==> config.mk <==
export PLATFORM = sky130hd
export DESIGN_NAME = audio_frame_serializer
export DESIGN_NICKNAME = d
export VERILOG_FILES = /design/src/rtl/afs_pkg.sv /design/src/rtl/afs_frame_timer.sv /design/src/rtl/afs_slot_pack.sv /design/src/rtl/afs_shifter.sv /design/src/rtl/audio_frame_serializer.sv
export SDC_FILE = /design/constraint.sdc
export NUM_CORES = 1
export LEC_CHECK = 0
export BUFFER_PORTS_ARGS = -buffer_cell sky130_fd_sc_hd__buf_2
export CELL_PAD_IN_SITES_DETAIL_PLACEMENT = 2
export CELL_PAD_IN_SITES_GLOBAL_PLACEMENT = 2
export CORE_MARGIN = 1.5
export CORE_UTILIZATION = 32
export CTS_BUF_LIST = sky130_fd_sc_hd__clkbuf_8
export DETAILED_ROUTE_END_ITERATION = 10
export PLACE_DENSITY_LB_ADDON = 0.1
export SYNTH_ARGS = -nofsm -noshare
export SYNTH_HDL_FRONTEND = slang
export SYNTH_SLANG_ARGS = --single-unit
==> constraint.sdc <==
create_clock -name clk -period 2.3 [get_ports clk]
set_input_delay 0 -clock clk [delete_from_list [all_inputs] [get_ports clk]]
set_output_delay 0 -clock clk [all_outputs]
set_load 0.05 [all_outputs]
==> src/rtl/afs_pkg.sv <==
package afs_pkg;
  // Resolution codes for playback samples
  typedef enum logic [1:0] {
    RES_8  = 2'd0,
    RES_16 = 2'd1,
    RES_18 = 2'd2,
    RES_20 = 2'd3
  } res_e;
endpackage

==> src/rtl/afs_frame_timer.sv <==
module afs_frame_timer #(
  parameter int FRAME_W = 256,
  parameter int SYNC_W  = 16,
  localparam int CW     = $clog2(FRAME_W)
) (
  input  logic          clk,
  input  logic          rst,
  output logic          load,
  output logic          sync_d
);
  localparam logic [CW-1:0] LAST = CW'(FRAME_W - 1);

  logic [CW-1:0] pos_q;
  logic [CW-1:0] pos_n;

  // The position rests on the last bit after reset, so the first edge with rst low starts a frame
  always_ff @(posedge clk) begin
    if (rst) pos_q <= LAST;
    else     pos_q <= pos_n;
  end

  assign load   = (pos_q == LAST);
  assign pos_n  = load ? '0 : pos_q + 1'b1;
  assign sync_d = (pos_n < CW'(SYNC_W));
endmodule

==> src/rtl/afs_slot_pack.sv <==
module afs_slot_pack
  import afs_pkg::*;
#(
  parameter int SLOT_W = 20,
  parameter int NSLOT  = 12,
  parameter int TAG_W  = 16,
  parameter int IDX_W  = 7,
  parameter int DATA_W = 16,
  localparam int FRAME_W = TAG_W + NSLOT * SLOT_W
) (
  input  logic               cmd_valid,
  input  logic               cmd_read,
  input  logic [IDX_W-1:0]   cmd_index,
  input  logic [DATA_W-1:0]  cmd_wdata,
  input  logic               pcm_valid,
  input  logic               mono,
  input  res_e               res,
  input  logic [SLOT_W-1:0]  left_sample,
  input  logic [SLOT_W-1:0]  right_sample,
  output logic [FRAME_W-1:0] frame_word
);
  logic [SLOT_W-1:0] slot [NSLOT];
  logic [NSLOT-1:0]  flag;          // flag[NSLOT-1] is slot 1
  logic [SLOT_W-1:0] left_j, right_j;
  logic [TAG_W-1:0]  tag;

  function automatic logic [SLOT_W-1:0] justify(input logic [SLOT_W-1:0] s, input res_e r);
    case (r)
      RES_8:   return s << (SLOT_W - 8);
      RES_16:  return s << (SLOT_W - 16);
      RES_18:  return s << (SLOT_W - 18);
      default: return s;
    endcase
  endfunction

  assign left_j  = justify(left_sample, res);
  assign right_j = justify(mono ? left_sample : right_sample, res);

  always_comb begin
    for (int i = 0; i < NSLOT; i++) slot[i] = '0;
    flag = '0;
    if (cmd_valid) begin
      slot[0] = {cmd_read, cmd_index, {(SLOT_W-1-IDX_W){1'b0}}};
      if (!cmd_read) slot[1] = {cmd_wdata, {(SLOT_W-DATA_W){1'b0}}};
      flag[NSLOT-1] = 1'b1;
      flag[NSLOT-2] = 1'b1;
    end
    if (pcm_valid) begin
      slot[2] = left_j;
      slot[3] = right_j;
      flag[NSLOT-3] = 1'b1;
      flag[NSLOT-4] = 1'b1;
    end
  end

  assign tag = {|flag, flag, {(TAG_W-1-NSLOT){1'b0}}};
  assign frame_word[FRAME_W-1 -: TAG_W] = tag;

  for (genvar g = 0; g < NSLOT; g++) begin : g_place
    assign frame_word[FRAME_W-TAG_W-1-g*SLOT_W -: SLOT_W] = slot[g];
  end
endmodule

==> src/rtl/afs_shifter.sv <==
module afs_shifter #(
  parameter int FRAME_W = 256
) (
  input  logic               clk,
  input  logic               rst,
  input  logic               load,
  input  logic               sync_d,
  input  logic [FRAME_W-1:0] frame_word,
  output logic               sync,
  output logic               sdata
);
  logic [FRAME_W-1:0] sh_q;

  always_ff @(posedge clk) begin
    if (rst) begin
      sh_q  <= '0;
      sdata <= 1'b0;
      sync  <= 1'b0;
    end else begin
      sync <= sync_d;
      if (load) begin
        sdata <= frame_word[FRAME_W-1];
        sh_q  <= {frame_word[FRAME_W-2:0], 1'b0};
      end else begin
        sdata <= sh_q[FRAME_W-1];
        sh_q  <= {sh_q[FRAME_W-2:0], 1'b0};
      end
    end
  end
endmodule

==> src/rtl/audio_frame_serializer.sv <==
module audio_frame_serializer
  import afs_pkg::*;
#(
  parameter int SLOT_W = 20,
  parameter int NSLOT  = 12,
  parameter int TAG_W  = 16,
  parameter int IDX_W  = 7,
  parameter int DATA_W = 16,
  localparam int FRAME_W = TAG_W + NSLOT * SLOT_W
) (
  input  logic              clk,
  input  logic              rst,
  input  logic              cmd_valid,
  input  logic              cmd_read,
  input  logic [IDX_W-1:0]  cmd_index,
  input  logic [DATA_W-1:0] cmd_wdata,
  input  logic              pcm_valid,
  input  logic              mono,
  input  logic [1:0]        res_sel,
  input  logic [SLOT_W-1:0] left_sample,
  input  logic [SLOT_W-1:0] right_sample,
  output logic              sync,
  output logic              sdata,
  output logic              cmd_taken
);
  logic               load;
  logic               sync_d;
  logic [FRAME_W-1:0] frame_word;

  afs_frame_timer #(.FRAME_W(FRAME_W), .SYNC_W(TAG_W)) u_timer (
    .clk    (clk),
    .rst    (rst),
    .load   (load),
    .sync_d (sync_d)
  );

  afs_slot_pack #(
    .SLOT_W(SLOT_W), .NSLOT(NSLOT), .TAG_W(TAG_W), .IDX_W(IDX_W), .DATA_W(DATA_W)
  ) u_pack (
    .cmd_valid    (cmd_valid),
    .cmd_read     (cmd_read),
    .cmd_index    (cmd_index),
    .cmd_wdata    (cmd_wdata),
    .pcm_valid    (pcm_valid),
    .mono         (mono),
    .res          (res_e'(res_sel)),
    .left_sample  (left_sample),
    .right_sample (right_sample),
    .frame_word   (frame_word)
  );

  afs_shifter #(.FRAME_W(FRAME_W)) u_shift (
    .clk        (clk),
    .rst        (rst),
    .load       (load),
    .sync_d     (sync_d),
    .frame_word (frame_word),
    .sync       (sync),
    .sdata      (sdata)
  );

  always_ff @(posedge clk) begin
    if (rst) cmd_taken <= 1'b0;
    else     cmd_taken <= load & cmd_valid;
  end
endmodule

# Yosys cells after proc, flatten, opt, wreduce, memory -nomap -nowiden
# Index checks and enable logic that the tools add are counted.
# word_totals
ff_bits	267
inputBits	71
out_inout_bits	3
elab_cells	26
# classes
add_sub_neg	1
order_cmp	1
n_eq_ne	3
muxes	11
bitwise	1
reduce_logical	3
# ops
op	count
$mux 256	1
$pmux 20 s3	2
$mux 40	2
$mux 20	2
$add 8x1->8 const B	1
$eq 8x8->1 const B	1
$lt 8x5->1 const B	1
$mux 8	1
$mux 2	2
$reduce_or 4->1	1
$eq 2x1->1 const B	1
$eq 2x2->1 const B	1
$logic_not 2->1	1
$reduce_or 2->1	1
$and 1x1->1	1
$mux 1	1

# Logic depth before layout (Yosys ltp)
# Gate-level depths: netlist of run 1.
# logic_depth
ltp_word	4
ltp_mapped	7
mapped_depth_nobuf	5

# Hierarchy
# A second synthesis of run 1 with hierarchy kept.
# unflattened
cells_unflattened	1241
hier_area_um2	12609.6
# by_module_without_submodules
mod	instances	cells_per_inst	area_each_um2	seq_area_each_um2
afs_shifter	1	827	9362.7	5144.9
afs_slot_pack	1	374	2835.2	0.0
afs_frame_timer	1	38	382.9	160.2
audio_frame_serializer	1	2	28.8	20.0

# Worst setup path before layout of run 1
# Ideal clock, no wire load.
# synth_path
path_kind	register to register
start	register u_timer.pos_q[0]
end	register u_shift.sh_q[191]
setup_time_ns	0.117
t_arrival_ns	1.562
required_ns	2.183
setup_slack_ns	0.621
stages_incl_launch_ff	8
period_less_slack_ns	1.679
cell_sequence	dfxtp_1 -> ha_1 -> nand4_4 -> nor2_4 -> nor2_1 -> buf_2 -> buf_2 -> a22o_1
# synth_between
elab_chain_cells	2
# synth_rtl
item	line_no	text
start, declared	afs_frame_timer.sv:13	logic [CW-1:0] pos_q;
start signal, assigned	afs_frame_timer.sv:19	else pos_q <= pos_n;
$eq 8x8->1	afs_frame_timer.sv:22	assign load = (pos_q == LAST);
$mux 256	afs_shifter.sv:21	if (load) begin
end signal, assigned	afs_shifter.sv:23	sh_q <= {frame_word[FRAME_W-2:0], 1'b0};
end signal, assigned	afs_shifter.sv:26	sh_q <= {sh_q[FRAME_W-2:0], 1'b0};
end, declared	afs_shifter.sv:12	logic [FRAME_W-1:0] sh_q;
# Every way passes these cells.
# A chain may end at the register's enable or synchronous reset.

# Worst setup path in the final report of run 1
# layout_path
start	register u_timer.pos_q[0]
end	register u_shift.sh_q[209]
# Same word-level chain as after synthesis.

==> results.cfg, run 1 <==
[worst_setup_path]
crit_path_end_kind = register
crit_fanout = 16
cp_data_arrival_time_ns = 2.34
required_ns = 2.62
critPathKind = register to register
crit_path_start_kind = register

[run_status]
run_status = finished, final reports clean

[placement]
hpwl_mm = 8.46
portBuffers = 73
gp_congestion = 0.754
placed_cell_area_mm2 = 0.00475

[die]
start_util_pct = 33.2
dieArea_mm2 = 0.0139
rows = 41
design.core.area_mm2 = 0.0127
ios = 74
dieWidth_um = 118
die_h_um = 118

[synth]
ys.flop_type = dfxtp_1
syn_inst = 371
ys_seq_area_share_pct = 50.3
async_reset_ff_share_pct = 0
synth_area_mm2 = 0.00422
syn_nets = 443
syn_avg_cell_area_um2 = 11.4
ys_ff_latch = 106
synth-edff-count = 0
ys_types = 47
yosysWarnings = 0

[timing]
fin_crit_ns = 2.01
max_freq_mhz = 497
rsz0062_at_grt = no
setup_viol = 0
skew_ns = 0.00700
setup-tns-final_ns = 0
maxSlewViolCount = 0
maxSlewHeadroom_pct = 44.8
worst_pin_slew_ns = 0.827
hold_viol_final = 0
post-route-period-util_pct = 87.6
whs_ns = 0.0241

[clock_network]
ctsHtreeMaxLevel = 3
cts_made_buffers = 9
cts.sinks = 106
cts_tree = done
cts_root_buf = clkbuf_8
cts_max_path_buffers = 2
cts.clk_slew.worst_paths_ns = 0.10
worstSkewPairLatency_ns = 0.38
post_cts_buffers = 0

[final_layout]
final_nets = 536
fin_area_mm2 = 0.00526
fill_cells = 1378
antenna_cells = 0
multiInputGateArea_mm2 = 0.00195
area_delta_synth_final_pct = 24.6
register_area_mm2 = 0.00212
drive_above_1_share_pct = 25.8

[route]
viasPerCell = 5.24
drc = 0
detail-route-antenna-nets = 0
num_vias = 3359
routedWlPerCell_um = 19.5
dr.first_iter.drc_count = 160
drt-total-wl_mm = 12.5
first_pass_iters = 4

[grt]
grt_pass1_wl_mm = 19.8
grt_antenna_before_repair = 1
grt-ovfl-total = 0
grt_pass1_vias = 3559
grt_max_degree = 44
grt_usage_pct = 18.4

[pwr]
vdd_drop_max_mv = 0.455
power_w = 0.00444
cellLeakagePower_nw = 2.20
p_per_area_mw_per_mm2 = 843

[min_path]
hp-class = input pin to register

[flow_run]
cap_viol_max_count = 0
==> where the power goes <==
part           leakage [nW]  total, W  internal (W)  switching [W]
logic                  1.23   0.00109      0.000456       0.000635
clock network         0.112   0.00121      0.000551       0.000663
registers             0.858   0.00213       0.00201       0.000116
==> final timing paths <==
| check | startpoint | endpoint | slack, ns | cells after the start |
|---|---|---|---|---|
| hold / removal | right_sample[1] | u_shift.sh_q[162]$_SDFF_PP0_ | 0.02 | 3 |
| setup / recovery | u_timer.pos_q[0]$_SDFF_PP1_ | u_shift.sh_q[209]$_SDFF_PP0_ | 0.29 | 6 |
| setup reg to reg | u_timer.pos_q[0]$_SDFF_PP1_ | u_shift.sh_q[209]$_SDFF_PP0_ | 0.29 | 6 |
| hold reg to reg | u_shift.sh_q[251]$_SDFF_PP0_ | u_shift.sh_q[252]$_SDFF_PP0_ | 0.44 | 1 |
==> sequential cells by signal, indices dropped and copies added, names as in the netlist <==
signal	count
u_shift.sync	1
u_shift.sh_q	95
cmd_taken	1
u_shift.sdata	1
u_timer.pos_q	8
==> cell usage in the layout, fill, tap and decap left out, types with 2 or more instances in the layout <==
| cell | n |
|---|---|
| o21ai_0 | 6 |
| nand2_1 | 5 |
| buf_12 | 2 |
| o21bai_1 | 4 |
| nor2b_1 | 4 |
| nor2_4 | 2 |
| nor2_1 | 16 |
| nand2b_1 | 3 |
| o2bb2ai_1 | 8 |
| nor3b_1 | 2 |
| a21oi_1 | 3 |
| clkbuf_8 | 10 |
| a22oi_1 | 19 |
| o22a_1 | 6 |
| nand3_1 | 2 |
| a22o_1 | 45 |
| xnor2_1 | 2 |
| a21o_1 | 6 |
| mux2i_1 | 24 |
| buf_4 | 9 |
| o22ai_1 | 9 |
| mux4_2 | 8 |
| dfxtp_1 | 106 |
| mux2_2 | 3 |
| a32o_1 | 8 |
| and2_1 | 27 |
| buf_2 | 73 |
| and3_1 | 2 |
| dlygate4sd3_1 | 29 |
| a31oi_1 | 2 |
| nor4b_4 | 2 |
| inv_8 | 2 |
==> routing by layer <==
layer | up-vias | wire (um) | GRT usage (%)
met1 | 1712 | 5730 | 24.0
li1 | 1583 | - | -
met4 | 0 | 130 | 4.80
met5 | - | 0 | 0
met3 | 8 | 383 | 3.83
met2 | 56 | 6240 | 31.0
==> Yosys cell counts (all sizes together) (8+ instances only) <==
cell | count | share of area, %
a22o | 45 | 9.3
a32o | 8 | 1.9
o2bb2ai | 8 | 1.7
buf | 21 | 2.9
mux4 | 8 | 4.3
clkbuf | 11 | 1.0
o22ai | 9 | 1.3
and2 | 28 | 4.2
a22oi | 19 | 3.4
nor2 | 18 | 1.8
dfxtp | 106 | 50
mux2i | 24 | 5.7
==> area by class of cell <==
cell class                      count  area share [%]
Clock buffer                       10            2.62
Clock inverter                      6            1.40
Multi-Input combinational cell    234            37.0
Sequential cell                   106            40.4
Tap cell                          172            4.09
Timing Repair Buffer              113            14.5
==> critical path: stages, from the launching register on <==
cell,delay (ns)
dfxtp_1,0.40
ha_1,0.30
nand4_4,0.14
buf_4,0.19
nor4b_4,0.32
and2b_2,0.41
a22o_1,0.20
==> repair_timing <==
action                                  CTS  global route
hold buffers                             29             0
endpoints found under the setup margin    0            24
endpoints found under the hold margin    30             0
resized for setup                         0             1
==> cells by family after synthesis <==
logic type	share of synthesized area, %
adders and majority gates	0.296
xor gates and xnor gates	0.623
and+or+nand+nor	11.7
DFF	50.3
AOI/OAI and AO/OA	22.4
muxes	10.8
buffers and inverters	3.94
==> per-stage QoR <==
stage               utilization [%]  setup slack (ns)  std cells
floorplan                         -             0.621        371
global placement               37.3             0.199        595
detailed placement             37.3             0.118        595
CTS                            41.3            0.0871        640
global route                   41.3             0.170        641
finish                         41.3             0.286        641
Note: power is estimated with default switching activity, not from simulation.
==> run 2, diff against run 1 <==
--- a/config.mk
+++ b/config.mk
@@ -9,7 +9,7 @@
 export CELL_PAD_IN_SITES_DETAIL_PLACEMENT = 2
 export CELL_PAD_IN_SITES_GLOBAL_PLACEMENT = 2
 export CORE_MARGIN = 1.5
-export CORE_UTILIZATION = 32
+export CORE_UTILIZATION = 38
 export CTS_BUF_LIST = sky130_fd_sc_hd__clkbuf_8
 export DETAILED_ROUTE_END_ITERATION = 10
 export PLACE_DENSITY_LB_ADDON = 0.1
==> run 2 against run 1 <==
- sequential power about the same
- global-route usage is 3.1 points higher
- clock skew grew 0.0012 ns
- total power grew 0.11%
- flip-flop and latch count unchanged
- register-to-register slack lost 0.06 ns
- via count fell by 1.2%
- clock-buffer cell count did not move
- non-clock buffer count down 2
- first-iteration DRC count up 26%
- sequential share of layout area is 0.46 points higher
==> results.cfg, run 2 (synthesis gave the netlist of run 1 again) <==
[final_layout]
final_common_cell = dfxtp_1
antenna_cells = 0
top_regs = u_shift.sh_q x95, u_timer.pos_q x8
fill_cells = 1117
final_nets = 534
regMostFlops = u_shift.sh_q
stdcell_count = 607
layout_common_cells = 106 x dfxtp_1, 73 x buf_2, 45 x a22o_1
drive_above_1_share_pct = 25.5
largest_reg_flops = 95
area_delta_synth_final_pct = 23.2

[placement]
gp_congestion = 0.803
hpwl_mm = 7.96
portBuffers = 73
dp_cells = 560

[pwr]
vdd_drop_max_mv = 0.432
p_per_area_mw_per_mm2 = 854
cellLeakagePower_nw = 2.19

[clock_network]
cts_made_buffers = 9
worstSkewPairLatency_ns = 0.38
cts_tree = done
cts.clk_slew.worst_paths_ns = 0.11
cts.sinks = 106
cts_root_buf = clkbuf_8
ctsHtreeMaxLevel = 3
cts_max_path_buffers = 2
post_cts_buffers = 0

[die]
dieWidth_um = 108
design.core.area_mm2 = 0.0108
rows = 38
dieArea_mm2 = 0.0117
die_h_um = 108
start_util_pct = 38.9
ios = 74

[run_status]
run_status = finished, final reports clean

[worst_setup_path]
required_ns = 2.63
max_stage_delay_ns = 0.54
critPathKind = register to register
worstReg2RegStart = u_timer.pos_q[0]$_SDFF_PP1_
crit_chain = ha_1 -> nand4_4 -> nor4b_4 -> and2b_1 -> a22o_1
r2r_end = u_shift.sh_q[219]$_SDFF_PP0_
cp_slowest_cell = and2b_1
reg2reg_slack_ns = 0.23
crit_path_start_kind = register
ff2ff_path_depth = 5
crit_path_end_kind = register
crit_fanout = 16
cp_data_arrival_time_ns = 2.40

[route]
routedWlPerCell_um = 20.0
detail-route-antenna-nets = 0
num_vias = 3320
viasPerCell = 5.47
dr.first_iter.drc_count = 201
first_pass_iters = 4
drc = 0
drt-total-wl_mm = 12.2

[grt]
grt_pass1_wl_mm = 18.9
grt_pass1_vias = 3544
grt_max_degree = 42
grt_usage_pct = 21.5
grt_antenna_before_repair = 0
grt-ovfl-total = 0

[timing]
skew_ns = 0.00820
rsz0062_at_grt = no
post-route-period-util_pct = 90.1
maxSlewViolCount = 0
worst_pin_slew_ns = 0.642
setup-tns-final_ns = 0
setup_viol = 0
max_freq_mhz = 483
maxSlewHeadroom_pct = 56.0
fin_crit_ns = 2.07
hold_viol_final = 0
whs_ns = 0.0364

[min_path]
min_delay_path_depth = 4
timing.hold.worst_endpoint = u_shift.sh_q[189]$_SDFF_PP0_
hp-class = input pin to register
min_from = left_sample[8]

[flow_run]
cap_viol_max_count = 0
==> run 2: worst max-delay path, delay by kind of cell, from the launching register on <==
family                     cells  cell delay, ns
AOI/OAI and AO/OA              1            0.23
adders and majority gates      1            0.28
DFF                            1            0.39
and+or+nand+nor                3            1.10
==> run 2: timing repair <==
item / CTS / global route
endpoints found under the setup margin: 0 / 25
resized for setup: 0 / 1
hold buffers: 30 / 0
endpoints found under the hold margin: 30 / 0
==> run 2: power by group <==
group / total (W) / internal (W) / switching [W]
sequential: 0.00214 / 0.00202 / 0.000127
combinational: 0.00105 / 0.000431 / 0.000619
clock: 0.00125 / 0.000560 / 0.000687
total: 0.00444 / 0.00301 / 0.00143
==> run 2: routing by layer <==
layer / vias to the layer above / share of wire [%] / global-route usage (%)
li1: 1579 / - / -
met1: 1661 / 44 / 27.3
met2: 70 / 51 / 36.9
met3: 10 / 4.0 / 4.88
met4: 0 / 0.84 / 5.08
met5: - / 0 / 0
==> run 2: how the worst max path moves through the flow <==
stage | from | endpoint | slack (ns)
6_report | u_timer.pos_q[0]$_SDFF_PP1_ | u_shift.sh_q[219]$_SDFF_PP0_ | 0.23
5_1_grt | u_timer.pos_q[0]$_SDFF_PP1_ | u_shift.sh_q[219]$_SDFF_PP0_ | 0.03
4_1_cts | u_timer.pos_q[0]$_SDFF_PP1_ | u_shift.sh_q[214]$_SDFF_PP0_ | 0.09
3_5_place_dp | u_timer.pos_q[0]$_SDFF_PP1_ | u_shift.sh_q[214]$_SDFF_PP0_ | 0.11
3_3_place_gp | u_timer.pos_q[0]$_SDFF_PP1_ | u_shift.sh_q[186]$_SDFF_PP0_ | 0.21
2_1_floorplan | u_timer.pos_q[0]$_SDFF_PP1_ | u_shift.sh_q[191]$_SDFF_PP0_ | 0.62
==> run 2: layout make-up <==
cell class	count	area, um2	area share, %
tap	140	175	3.37
multi-input combinational	234	1950	37.5
clock buffer	10	138	2.65
clock inverter	6	78.8	1.52
sequential	106	2120	40.8
timing repair buffer	111	738	14.2
==> run 2: per-stage QoR <==
stage / cell area (um2) / total power, W / setup WS, ns / utilization, %
global placement: 4670 / 0.00314 / 0.214 / 43.1
detailed placement: 4670 / 0.00319 / 0.112 / 43.1
CTS: 5190 / 0.00448 / 0.0889 / 47.9
global route: 5200 / 0.00469 / 0.0268 / 48.0
floorplan: 4220 / 0.00288 / 0.621 / -
finish: 5200 / 0.00444 / 0.229 / 48.0
==> run 3, diff against run 2 <==
--- a/config.mk
+++ b/config.mk
@@ -9,9 +9,10 @@
 export CELL_PAD_IN_SITES_DETAIL_PLACEMENT = 2
 export CELL_PAD_IN_SITES_GLOBAL_PLACEMENT = 2
 export CORE_MARGIN = 1.5
-export CORE_UTILIZATION = 38
+export CORE_UTILIZATION = 40
 export CTS_BUF_LIST = sky130_fd_sc_hd__clkbuf_8
 export DETAILED_ROUTE_END_ITERATION = 10
+export GPL_TIMING_DRIVEN = 0
 export PLACE_DENSITY_LB_ADDON = 0.1
 export SYNTH_ARGS = -nofsm -noshare
 export SYNTH_HDL_FRONTEND = slang
==> constraint.sdc (replaced) <==
create_clock -name clk -period 2.7 [get_ports clk]
set_input_delay 0 -clock clk [delete_from_list [all_inputs] [get_ports clk]]
set_output_delay 0 -clock clk [all_outputs]
set_load 0.05 [all_outputs]
==> run 3 against run 2 <==
- setup slack gained 0.30 ns
- final cell count grew 2.3%
- total power shrank 16%
- first-iteration DRC count shrank 23%
- maximum frequency shrank 4.6%
- register-to-register slack gained 0.30 ns
- design area is the same
- hold slack gained 0.0034 ns
- die area shrank 4.9%
- flip-flop and latch count is the same
- combinational power shrank 9%
- critical path type unchanged
==> results.cfg, run 3 (synthesis gave the netlist of run 1 again) <==
[worst_setup_path]
max_stage_delay_ns = 0.69
crit_path_start_kind = register
reg2reg_slack_ns = 0.53
worst-path-buf-inv = 1
crit_path_end_kind = register
worstReg2RegStart = u_timer.pos_q[0]$_SDFF_PP1_
r2r_end = u_shift.sh_q[180]$_SDFF_PP0_
required_ns = 2.99
crit_fanout = 10
ff2ff_path_depth = 5
cp_slowest_cell = nor4b_4
crit_chain = ha_1 -> nand4_4 -> nor4b_4 -> buf_6 -> a32o_1
cp_data_arrival_time_ns = 2.46
critPathKind = register to register
crit_family = simple AND/OR/NAND/NOR gates

[route]
drt-total-wl_mm = 14.4
routedWlPerCell_um = 23.2
dr.first_iter.drc_count = 155
num_vias = 3491
detail-route-antenna-nets = 0
viasPerCell = 5.62
first_pass_iters = 4
drc = 0

[min_path]
min_from = left_sample[5]
hp-class = input pin to register
timing.hold.worst_endpoint = u_shift.sh_q[188]$_SDFF_PP0_
min_delay_path_depth = 3

[run_status]
run_status = finished, final reports clean

[pwr]
power_w = 0.00372
combPwrFrac_pct = 25.6
p_seq_share_pct = 48.9
p_sw_share_pct = 33.8
vdd_drop_max_mv = 0.468
p_per_area_mw_per_mm2 = 716
p_int_w = 0.00246
clock_power_share_pct = 25.6
net-switching-power_w = 0.00126
cellLeakagePower_nw = 2.20

[placement]
dp_cells = 577
gp_congestion = 0.821
portBuffers = 70
hpwl_mm = 8.98

[clock_network]
cts_max_path_buffers = 2
cts.sinks = 106
cts.clk_slew.worst_paths_ns = 0.10
post_cts_buffers = 0
cts_made_buffers = 9
worstSkewPairLatency_ns = 0.38
ctsHoldBuffers = 27
cts_resized = 0
cts_root_buf = clkbuf_8
ctsHtreeMaxLevel = 3
cts_tree = done

[grt]
grt-ovfl-total = 0
grt_antenna_before_repair = 1
grt_max_degree = 19
grt_pass1_vias = 3845
grt_usage_pct = 25.6
grt_pass1_wl_mm = 21.4

[timing]
post-route-period-util_pct = 80.5
whs_ns = 0.0398
fin_crit_ns = 2.17
max_freq_mhz = 460
setup-tns-final_ns = 0
worst_pin_slew_ns = 0.700
rsz0062_at_grt = no
maxSlewViolCount = 0
hold_viol_final = 0
setup_viol = 0
skew_ns = 0.0180
maxSlewHeadroom_pct = 53.1

[final_layout]
fill_cells = 1066
final_common_cell = dfxtp_1
regMostFlops = u_shift.sh_q
final_nets = 551
drive_above_1_share_pct = 25.6
post-route-util_pct = 50.6
area_delta_synth_final_pct = 23.2
largest_reg_flops = 95
top_regs = u_shift.sh_q x95, u_timer.pos_q x8
stdcell_count = 621
layout_common_cells = 106 x dfxtp_1, 85 x buf_2, 45 x a22o_1

[die]
design.core.area_mm2 = 0.0103
dieWidth_um = 106
start_util_pct = 41.1
ios = 74
rows = 37
die_h_um = 106
dieArea_mm2 = 0.0112

[flow_run]
cap_viol_max_count = 0
-- run 3: changes by cell type in the layout (fill, tap and decap cells not counted), sizes merged, moves of 2 or more --
cell | previous run | this run
clkbuf | 10 | 21
dlygate4sd3 | 30 | 27
clkinv | 0 | 2
buf | 81 | 91
inv | 5 | 3
-- run 3: per-layer routing --
| layer | global-route usage, % | vias to the layer above | part of all wire, % |
|---|---|---|---|
| met5 | 0 | - | 0 |
| met4 | 8.49 | 0 | 2.5 |
| met2 | 47.5 | 102 | 53 |
| met3 | 4.27 | 28 | 3.6 |
| met1 | 29.7 | 1748 | 41 |
| li1 | - | 1613 | - |
-- run 3: cell type report --
cell class	instances	area, um2	share of cell area, %
Buffer	32	166	3.20
Sequential cell	106	2120	40.8
Clock buffer	10	138	2.65
Multi-Input combinational cell	233	1930	37.2
Timing Repair Buffer	97	621	11.9
Clock inverter	6	48.8	0.938
Antenna cell	1	2.50	0.0481
Tap cell	136	170	3.27
-- run 3: how the worst max path moves through the flow --
stage	slack, ns	endpoint	depth (start not counted)	start
floorplan	1.02	u_shift.sh_q[191]$_SDFF_PP0_	7	u_timer.pos_q[0]$_SDFF_PP1_
global placement	0.61	u_shift.sh_q[180]$_SDFF_PP0_	5	u_timer.pos_q[0]$_SDFF_PP1_
detailed placement	0.55	u_shift.sh_q[180]$_SDFF_PP0_	5	u_timer.pos_q[0]$_SDFF_PP1_
CTS	0.53	u_shift.sh_q[180]$_SDFF_PP0_	5	u_timer.pos_q[0]$_SDFF_PP1_
global route	0.45	u_shift.sh_q[180]$_SDFF_PP0_	5	u_timer.pos_q[0]$_SDFF_PP1_
finish	0.53	u_shift.sh_q[180]$_SDFF_PP0_	5	u_timer.pos_q[0]$_SDFF_PP1_
-- run 3: worst register-to-register path, delay by kind of cell, from the launching register on --
kind | cells | cell delay [ns]
AOI/OAI and AO/OA | 1 | 0.26
adders and majority gates | 1 | 0.31
DFF | 1 | 0.38
and+or+nand+nor | 2 | 0.90
buffers and inverters | 1 | 0.24
-- run 3: power groups by stage --
stage	registers, W	logic (W)	clock network, W
floorplan	0.00185	0.000604	0
global placement	0.00184	0.000860	0
detailed placement	0.00185	0.000902	0
CTS	0.00182	0.000936	0.000964
global route	0.00183	0.00102	0.00104
finish	0.00182	0.000951	0.000951
-- run 3: stage by stage --
step	cell area (um2)	setup slack, ns
after floorplan	4220	1.02
after global placement	4740	0.611
after detailed placement	4740	0.552
after CTS	5200	0.528
after global routing	5200	0.446
final	5200	0.528
